File: config.mk
export PLATFORM = sky130hd
export DESIGN_NAME = i2c_tgt_frontend
export DESIGN_NICKNAME = d
export VERILOG_FILES = /design/src/rtl/i2c_tgt_pkg.sv /design/src/rtl/i2c_tgt_sync.sv /design/src/rtl/i2c_tgt_edges.sv /design/src/rtl/i2c_tgt_frontend.sv
export SDC_FILE = /design/constraint.sdc
export NUM_CORES = 1
export LEC_CHECK = 0
export CAP_MARGIN = 20
export CORE_MARGIN = 2
export CORE_UTILIZATION = 40
export DETAILED_ROUTE_END_ITERATION = 6
export PLACE_DENSITY_LB_ADDON = 0.12
export SETUP_SLACK_MARGIN = 0.1
export SLEW_MARGIN = 20
export SYNTH_ARGS = -nofsm -noshare
export SYNTH_HDL_FRONTEND = slang
export SYNTH_SLANG_ARGS = --single-unit
File: constraint.sdc
create_clock -name clk -period 5.8 [get_ports clk]
set_input_delay 1.45 -clock clk [delete_from_list [all_inputs] [get_ports clk]]
set_output_delay 1.45 -clock clk [all_outputs]
set_load 0.02 [all_outputs]
File: src/rtl/i2c_tgt_pkg.sv
`timescale 1ns/1ps
package i2c_tgt_pkg;

  localparam int BYTE_W = 8;
  localparam logic [3:0] DEV_TYPE = 4'b1010;

  typedef enum logic [3:0] {
    ST_IDLE,
    ST_ADDR,
    ST_AACK_WAIT,
    ST_AACK_DRV,
    ST_WR,
    ST_WACK_WAIT,
    ST_WACK_DRV,
    ST_RD,
    ST_RACK_RISE,
    ST_RACK_FALL
  } tgt_state_e;

  // Device select: type nibble and strap bits must both agree.
  function automatic logic addr_hit(input logic [7:0] word, input logic [2:0] strap);
    return (word[7:4] == DEV_TYPE) && (word[3:1] == strap);
  endfunction

endpackage

File: src/rtl/i2c_tgt_sync.sv
`timescale 1ns/1ps
module i2c_tgt_sync #(
  parameter int STAGES = 2,
  parameter int LANES  = 2
) (
  input  logic             clk,
  input  logic             rst_n,
  input  logic [LANES-1:0] d_i,
  output logic [LANES-1:0] q_o
);

  for (genvar g = 0; g < LANES; g++) begin : g_lane
    logic [STAGES-1:0] chain;
    always_ff @(posedge clk or negedge rst_n) begin
      if (!rst_n) chain <= '1;
      else        chain <= {chain[STAGES-2:0], d_i[g]};
    end
    assign q_o[g] = chain[STAGES-1];
  end

endmodule

File: src/rtl/i2c_tgt_edges.sv
`timescale 1ns/1ps
module i2c_tgt_edges (
  input  logic clk,
  input  logic rst_n,
  input  logic scl_s,
  input  logic sda_s,
  output logic scl_rise,
  output logic scl_fall,
  output logic start_det,
  output logic stop_det
);

  logic scl_q, sda_q;

  always_ff @(posedge clk or negedge rst_n) begin
    if (!rst_n) begin
      scl_q <= 1'b1;
      sda_q <= 1'b1;
    end else begin
      scl_q <= scl_s;
      sda_q <= sda_s;
    end
  end

  assign scl_rise  = scl_s & ~scl_q;
  assign scl_fall  = ~scl_s & scl_q;
  assign start_det = scl_s & scl_q & sda_q & ~sda_s;
  assign stop_det  = scl_s & scl_q & ~sda_q & sda_s;

endmodule

File: src/rtl/i2c_tgt_frontend.sv
`timescale 1ns/1ps
module i2c_tgt_frontend
  import i2c_tgt_pkg::*;
#(
  parameter int SYNC_STAGES = 2
) (
  input  logic              clk,
  input  logic              rst_n,
  input  logic              scl_i,
  input  logic              sda_i,
  input  logic [2:0]        strap_i,
  input  logic              busy_i,
  input  logic [BYTE_W-1:0] tx_data_i,
  output logic              sda_pull_o,
  output logic              start_o,
  output logic              dir_rd_o,
  output logic [BYTE_W-1:0] rx_data_o,
  output logic              rx_valid_o,
  output logic              tx_load_o,
  output logic              stop_o
);

  localparam int CNT_W = $clog2(BYTE_W + 1);
  localparam logic [CNT_W-1:0] LAST_BIT = CNT_W'(BYTE_W - 1);
  localparam logic [CNT_W-1:0] ALL_BITS = CNT_W'(BYTE_W);

  // Named internal events, visible to the bound checker.
  logic scl_s, sda_s;
  logic scl_rise, scl_fall, start_det, stop_det;
  tgt_state_e state;
  logic [CNT_W-1:0] cnt;
  logic [BYTE_W-1:0] sh;
  logic [BYTE_W-1:0] word_in;

  i2c_tgt_sync #(.STAGES(SYNC_STAGES), .LANES(2)) u_sync (
    .clk   (clk),
    .rst_n (rst_n),
    .d_i   ({scl_i, sda_i}),
    .q_o   ({scl_s, sda_s})
  );

  i2c_tgt_edges u_edges (
    .clk       (clk),
    .rst_n     (rst_n),
    .scl_s     (scl_s),
    .sda_s     (sda_s),
    .scl_rise  (scl_rise),
    .scl_fall  (scl_fall),
    .start_det (start_det),
    .stop_det  (stop_det)
  );

  assign word_in = {sh[BYTE_W-2:0], sda_s};

  always_ff @(posedge clk or negedge rst_n) begin
    if (!rst_n) begin
      state      <= ST_IDLE;
      cnt        <= '0;
      sh         <= '0;
      sda_pull_o <= 1'b0;
      start_o    <= 1'b0;
      dir_rd_o   <= 1'b0;
      rx_data_o  <= '0;
      rx_valid_o <= 1'b0;
      tx_load_o  <= 1'b0;
      stop_o     <= 1'b0;
    end else begin
      start_o    <= 1'b0;
      rx_valid_o <= 1'b0;
      tx_load_o  <= 1'b0;
      stop_o     <= 1'b0;
      if (busy_i) begin
        state      <= ST_IDLE;
        sda_pull_o <= 1'b0;
      end else if (stop_det) begin
        state      <= ST_IDLE;
        sda_pull_o <= 1'b0;
        stop_o     <= 1'b1;
      end else if (start_det) begin
        state      <= ST_ADDR;
        cnt        <= '0;
        sda_pull_o <= 1'b0;
      end else begin
        unique case (state)
          ST_ADDR: if (scl_rise) begin
            sh  <= word_in;
            cnt <= cnt + 1'b1;
            if (cnt == LAST_BIT) begin
              if (addr_hit(word_in, strap_i)) begin
                state    <= ST_AACK_WAIT;
                start_o  <= 1'b1;
                dir_rd_o <= sda_s;
              end else begin
                state <= ST_IDLE;
              end
            end
          end
          ST_AACK_WAIT: if (scl_fall) begin
            sda_pull_o <= 1'b1;
            state      <= ST_AACK_DRV;
          end
          ST_AACK_DRV: if (scl_fall) begin
            cnt <= '0;
            if (dir_rd_o) begin
              sh         <= tx_data_i;
              sda_pull_o <= ~tx_data_i[BYTE_W-1];
              tx_load_o  <= 1'b1;
              state      <= ST_RD;
            end else begin
              sda_pull_o <= 1'b0;
              state      <= ST_WR;
            end
          end
          ST_WR: if (scl_rise) begin
            sh  <= word_in;
            cnt <= cnt + 1'b1;
            if (cnt == LAST_BIT) begin
              rx_data_o  <= word_in;
              rx_valid_o <= 1'b1;
              state      <= ST_WACK_WAIT;
            end
          end
          ST_WACK_WAIT: if (scl_fall) begin
            sda_pull_o <= 1'b1;
            state      <= ST_WACK_DRV;
          end
          ST_WACK_DRV: if (scl_fall) begin
            sda_pull_o <= 1'b0;
            cnt        <= '0;
            state      <= ST_WR;
          end
          ST_RD: begin
            if (scl_rise) begin
              cnt <= cnt + 1'b1;
            end else if (scl_fall) begin
              if (cnt == ALL_BITS) begin
                sda_pull_o <= 1'b0;
                state      <= ST_RACK_RISE;
              end else begin
                sh         <= {sh[BYTE_W-2:0], sh[BYTE_W-1]};
                sda_pull_o <= ~sh[BYTE_W-2];
              end
            end
          end
          ST_RACK_RISE: if (scl_rise) begin
            state <= sda_s ? ST_IDLE : ST_RACK_FALL;
          end
          ST_RACK_FALL: if (scl_fall) begin
            sh         <= tx_data_i;
            sda_pull_o <= ~tx_data_i[BYTE_W-1];
            tx_load_o  <= 1'b1;
            cnt        <= '0;
            state      <= ST_RD;
          end
          default: ;
        endcase
      end
    end
  end

endmodule

# Word level (Yosys, flattened, before mapping)

Index checks and enable logic that the tools add are counted.
Widths: inputs -> output; s select.

Logic and storage cells: 148
Register bits: 36
Output and inout bits: 14
Bits of input ports: 16

Multiplexer cells: 66
Bitwise operators: 16
Reductions and logical operators: 15
Equality and inequality tests: 36
$add $sub $neg: 1

Operator list:

| operator           | number |
|---|---|
| $mux 4             | 20 |
| $ne 5x5->1 const B | 13 |
| $mux 8             | 7 |
| $pmux 4 s9         | 1 |
| $mux 1             | 32 |
| $pmux 8 s4         | 1 |
| $eq 4x3->1 const B | 5 |
| $eq 4x4->1 const B | 4 |
| $reduce_and 14->1  | 1 |
| $reduce_and 7->1   | 2 |
| $ne 2x2->1 const B | 6 |
| $reduce_bool 12->1 | 1 |
| $reduce_and 11->1  | 1 |
| $not 1->1          | 9 |
| $eq 4x2->1 const B | 2 |
| $pmux 4 s2         | 1 |
| $reduce_bool 8->1  | 1 |
| $and 1x1->1        | 7 |
| $ne 3x1->1 const B | 2 |
| $reduce_and 6->1   | 1 |
| $reduce_or 3->1    | 2 |
| $ne 5x1->1 const B | 1 |
| $pmux 1 s5         | 1 |
| $reduce_and 5->1   | 1 |
| other kinds (10)   | 12 |

# Longest topological paths before layout

Depth in word-level cells: 9
Mapped depth: 8

# Hierarchy

Synthesis repeated with hierarchy kept, for this count alone.

Cell total of the unflattened synthesis: 200
Area, all modules: 2079.5 µm²

By module, submodules not included:

| module           | times used | seq. area each (µm²) | area each (µm²) | cells each |
|---|---|---|---|---|
| i2c_tgt_frontend | 1          | 750.7                | 1874.3          | 188 |
| i2c_tgt_sync     | 1          | 105.1                | 120.1           | 6 |
| i2c_tgt_edges    | 1          | 52.6                 | 85.1            | 6 |

# Worst setup path after synthesis

No wires, ideal clock.

Kind: input to register
From: input busy_i
To: register sh[1]
Setup time: 0.125 ns
Arrival time: 2.737 ns
Slack: 2.938 ns
Cell stages on the path: 4
Data required time: 5.675 ns
Path buffers: 1
Path through: or2_1 clkbuf_1 a2111oi_4 mux2_2

Word-level cells in the longest chain between the ends: 2

Ends and longest elaborated chain:

| item                        | line                    | RTL |
|---|---|---|
| start: declaration          | i2c_tgt_frontend.sv:12  | `input logic busy_i,` |
| $not 1->1 (no line)         | n/a                     |  |
| $reduce_and 11->1 (no line) | n/a                     |  |
| end signal: assignment      | i2c_tgt_frontend.sv:86  | `sh <= word_in;` |
| end signal: assignment      | i2c_tgt_frontend.sv:105 | `sh <= tx_data_i;` |
| end signal: assignment      | i2c_tgt_frontend.sv:115 | `sh <= word_in;` |
| end: declaration            | i2c_tgt_frontend.sv:32  | `logic [BYTE_W-1:0] sh;` |

No other way between the ends.
A chain may end at the register's enable or synchronous reset.

# Worst setup path after layout

From: input busy_i
To: register sh[2]

Same word-level chain as after synthesis.

==> impl_metrics.tcl <==
set metrics [dict create \
    status "complete, no violations" \
    synth-seq-cells 36 \
    dieArea_sq_mm 0.00582 \
    vdd_drop_max_uv 194 \
    synthTopCellsByArea "dfrtp_1 36%, mux2_2 12%, dfstp_2 7.5%, nand2_1 2.7%, o21ai_0 2.4%" \
    pwr-share-comb_pct 42.0 \
    synth_cell_type_count 52 \
    fin_util_pct 49.3 \
    clk_pin_slew_ns 0.08 \
    postCtsSetupBuffers 0 \
    slew_headroom_pct 32.6 \
    dpl.hpwl_mm 3.27 \
    finClkSkew_ns 0.00814 \
    vias 1669 \
    ant_nets 0 \
    seqPwrFrac_pct 40.2 \
    cts.repair.resized 0 \
    drt_iter0_drc 182 \
    cp-start-kind "input port" \
    yosysWarnings 0 \
    synth-edff-count 0 \
    cts_hold_buf 0 \
    tightest_slew_ns 1.01 \
    ys.flop_type "dfrtp_1" \
    finalWirelength_mm 4.70 \
    p_sw_w 0.000398 \
    die_h_um 76.3 \
    min-delay-path-class "flop to flop" \
    overflow 0 \
    synthTopCellsByCount "30 x dfrtp_1, 23 x mux2_2, 15 x nand2_1" \
    first_pass_iters 4 \
    cp.required_ns 5.97 \
    ys_seq_area_share_pct 43.5 \
    syn_avg_cell_area_sq_um 10.1 \
    grt_max_degree 37 \
    cts_tree "built" \
    max_freq_mhz 312 \
    io_pins 30 \
    netlist_instances 207 \
    fp-row-count 26 \
    syn_to_final_growth_pct 19.8 \
    cap_violations 0 \
    synth_largest_area_cell "dfrtp_1" \
    start_util_pct 41.2 \
    cts_sinks 36 \
    cts-root-buf "clkbuf_8" \
    io_buffers 29 \
    grt_pass1_vias 1666 \
    clockPowerShare_pct 17.8 \
    die_w_um 76.3 \
    dp_cells 294 \
    diodes 0 \
    period_minus_slack_ns 3.20 \
    path_class "input port to flop" \
    tns_ns 0 \
    grt_pass1_wl_mm 8.18 \
    clock_latency_ns 0.29 \
    cp_max_fo 8 \
    cts_max_path_buffers 2 \
    setup_ws_ns 2.60 \
    finalNonFillerCells 302 \
    drc_errors 0 \
    path_cells "clkdlybuf4s50_1 -> or2_1 -> a2111oi_4 -> mux2_2" \
    cp_slowest_cell "a2111oi_4" \
    avgViaCountPerCell 5.53 \
    gp_congestion 0.888 \
    wl_per_cell_um 15.6 \
    pwr_density_cell_mw_per_mm2 403 \
    rsz0062_at_grt "false" \
    synthesis.area_sq_mm 0.00209 \
    fin_total_pwr_w 0.00101 \
    worstPathArrival_ns 3.38 \
    numCtsBuffers 5 \
    h-tree-depth 2 \
    coreArea_sq_mm 0.00507 \
    antenna_found_initial 0 \
    synth-async-reset-ratio_pct 100 \
    finalHoldViolCount 0 \
    layout-drive-gt1-share_pct 18.1 \
    preCtsSetupSlack_ns 2.26 \
    setup_viol 0 \
    nNetsFinal 249 \
    synth_nets 225 \
    netSwitchingFraction_pct 39.4 \
    endpoint_kind "flop" \
    nFillCells 502 \
    slowest_delay_ns 0.65 \
    drv_slew 0 \
    synth_top_area_share_pct 35.9 \
    p_int_w 0.000611 \
    track_usage_pct 17.4 \
    synth_most_common_cell "dfrtp_1" \
    fin_crit_sh_pct 55.2 \
    cellLeakagePower_nw 1.04 \
]
## stage by stage
step / hold slack, ns / instance area, sq um
after detailed placement: 0.347 / 2410
after CTS: 0.359 / 2500
final: 0.357 / 2500
after global placement: 0.346 / 2410
after floorplan: 0.345 / 2090
after global routing: 0.365 / 2500
## power by group through the flow
stage	logic, W	clock network (W)	registers [W]
2_1_floorplan	0.000384	0	0.000348
3_3_place_gp	0.000420	0	0.000412
3_5_place_dp	0.000423	0	0.000409
4_1_cts	0.000425	0.000186	0.000405
5_1_grt	0.000469	0.000199	0.000423
6_report	0.000423	0.000180	0.000406
## kinds of logic (layout without fill, tap and decap cells)
family | count (synthesis) | after routing | synth area share, %
multiplexers | 26 | 26 | 13.9
AND/OR/NAND/NOR | 73 | 73 | 19.3
AO/OA/AOI/OAI | 44 | 44 | 15.6
XOR/XNOR | 6 | 6 | 2.51
buffers and inverters | 19 | 44 | 3.59
adder cells (fa/ha/maj) | 3 | 3 | 1.68
flip-flops | 36 | 36 | 43.5
## per-layer routing
layer  wire, um  up-vias  global-route usage [%]
met2       2160       53                    26.5
li1           -      794                       -
met1       2270      817                    24.5
met4         44        0                    5.64
met5          0        -                       0
met3        219        5                    4.15
## worst max-delay path, delay by kind of cell
| kind | cells | cell delay, ns |
|---|---|---|
| AOI/OAI and AO/OA | 1 | 0.65 |
| buffers and inverters | 1 | 0.48 |
| muxes | 1 | 0.40 |
| and+or+nand+nor | 1 | 0.39 |
## layout by cell type (no fill, tap or decap), drive strengths merged, types with 2 or more instances in the layout
cell and instances:
a211o 2, a21o 2, a21oi 7, a22oi 3, and2 2, and3 2, and3b 2, clkbuf 6
clkdlybuf4s50 28, dfrtp 30, dfstp 6, ha 2, inv 7, mux2 24, mux2i 2, nand2 15
nand2b 5, nand3 6, nand4b 2, nor2 11, nor2b 6, nor3 3, nor3b 2, nor4 4
o2111ai 2, o211a 3, o211ai 3, o21a 2, o21ai 10, or2 5, or3 3, xnor2 4
xor2 2
## area by class of cell
class / count / area [sq um] / share of cell area [%]
multi-input combinational: 152 / 1110 / 44.2
sequential: 36 / 908 / 36.3
timing repair buffer: 29 / 285 / 11.4
tap: 70 / 87.6 / 3.50
clock buffer: 6 / 72.6 / 2.90
inverter: 7 / 26.3 / 1.05
clock inverter: 2 / 16.3 / 0.650
## path summary, 6_finish.rpt
path | from | endpoint | slack [ns] | depth (start not counted)
worst min-delay path | u_sync.g_lane[1].chain[0] | u_sync.g_lane[1].chain[1] | 0.36 | 0
worst max register to register | state[0] | sh[2] | 3.10 | 5
min in group asynchronous | rst_n | state[3] | 1.25 | 1
worst max-delay path | busy_i | sh[2] | 2.60 | 4
max in group asynchronous | rst_n | sh[2] | 4.05 | 1
worst min register to register | u_sync.g_lane[1].chain[0] | u_sync.g_lane[1].chain[1] | 0.36 | 0
## registers in the layout, indices dropped and copies added, names as in the netlist, 4 cells and up
name                 flops
rx_data_o                8
state                    4
cnt                      4
sh                       8
u_sync.g_lane.chain      4
No activity file was read; power rests on OpenSTA's default activity.
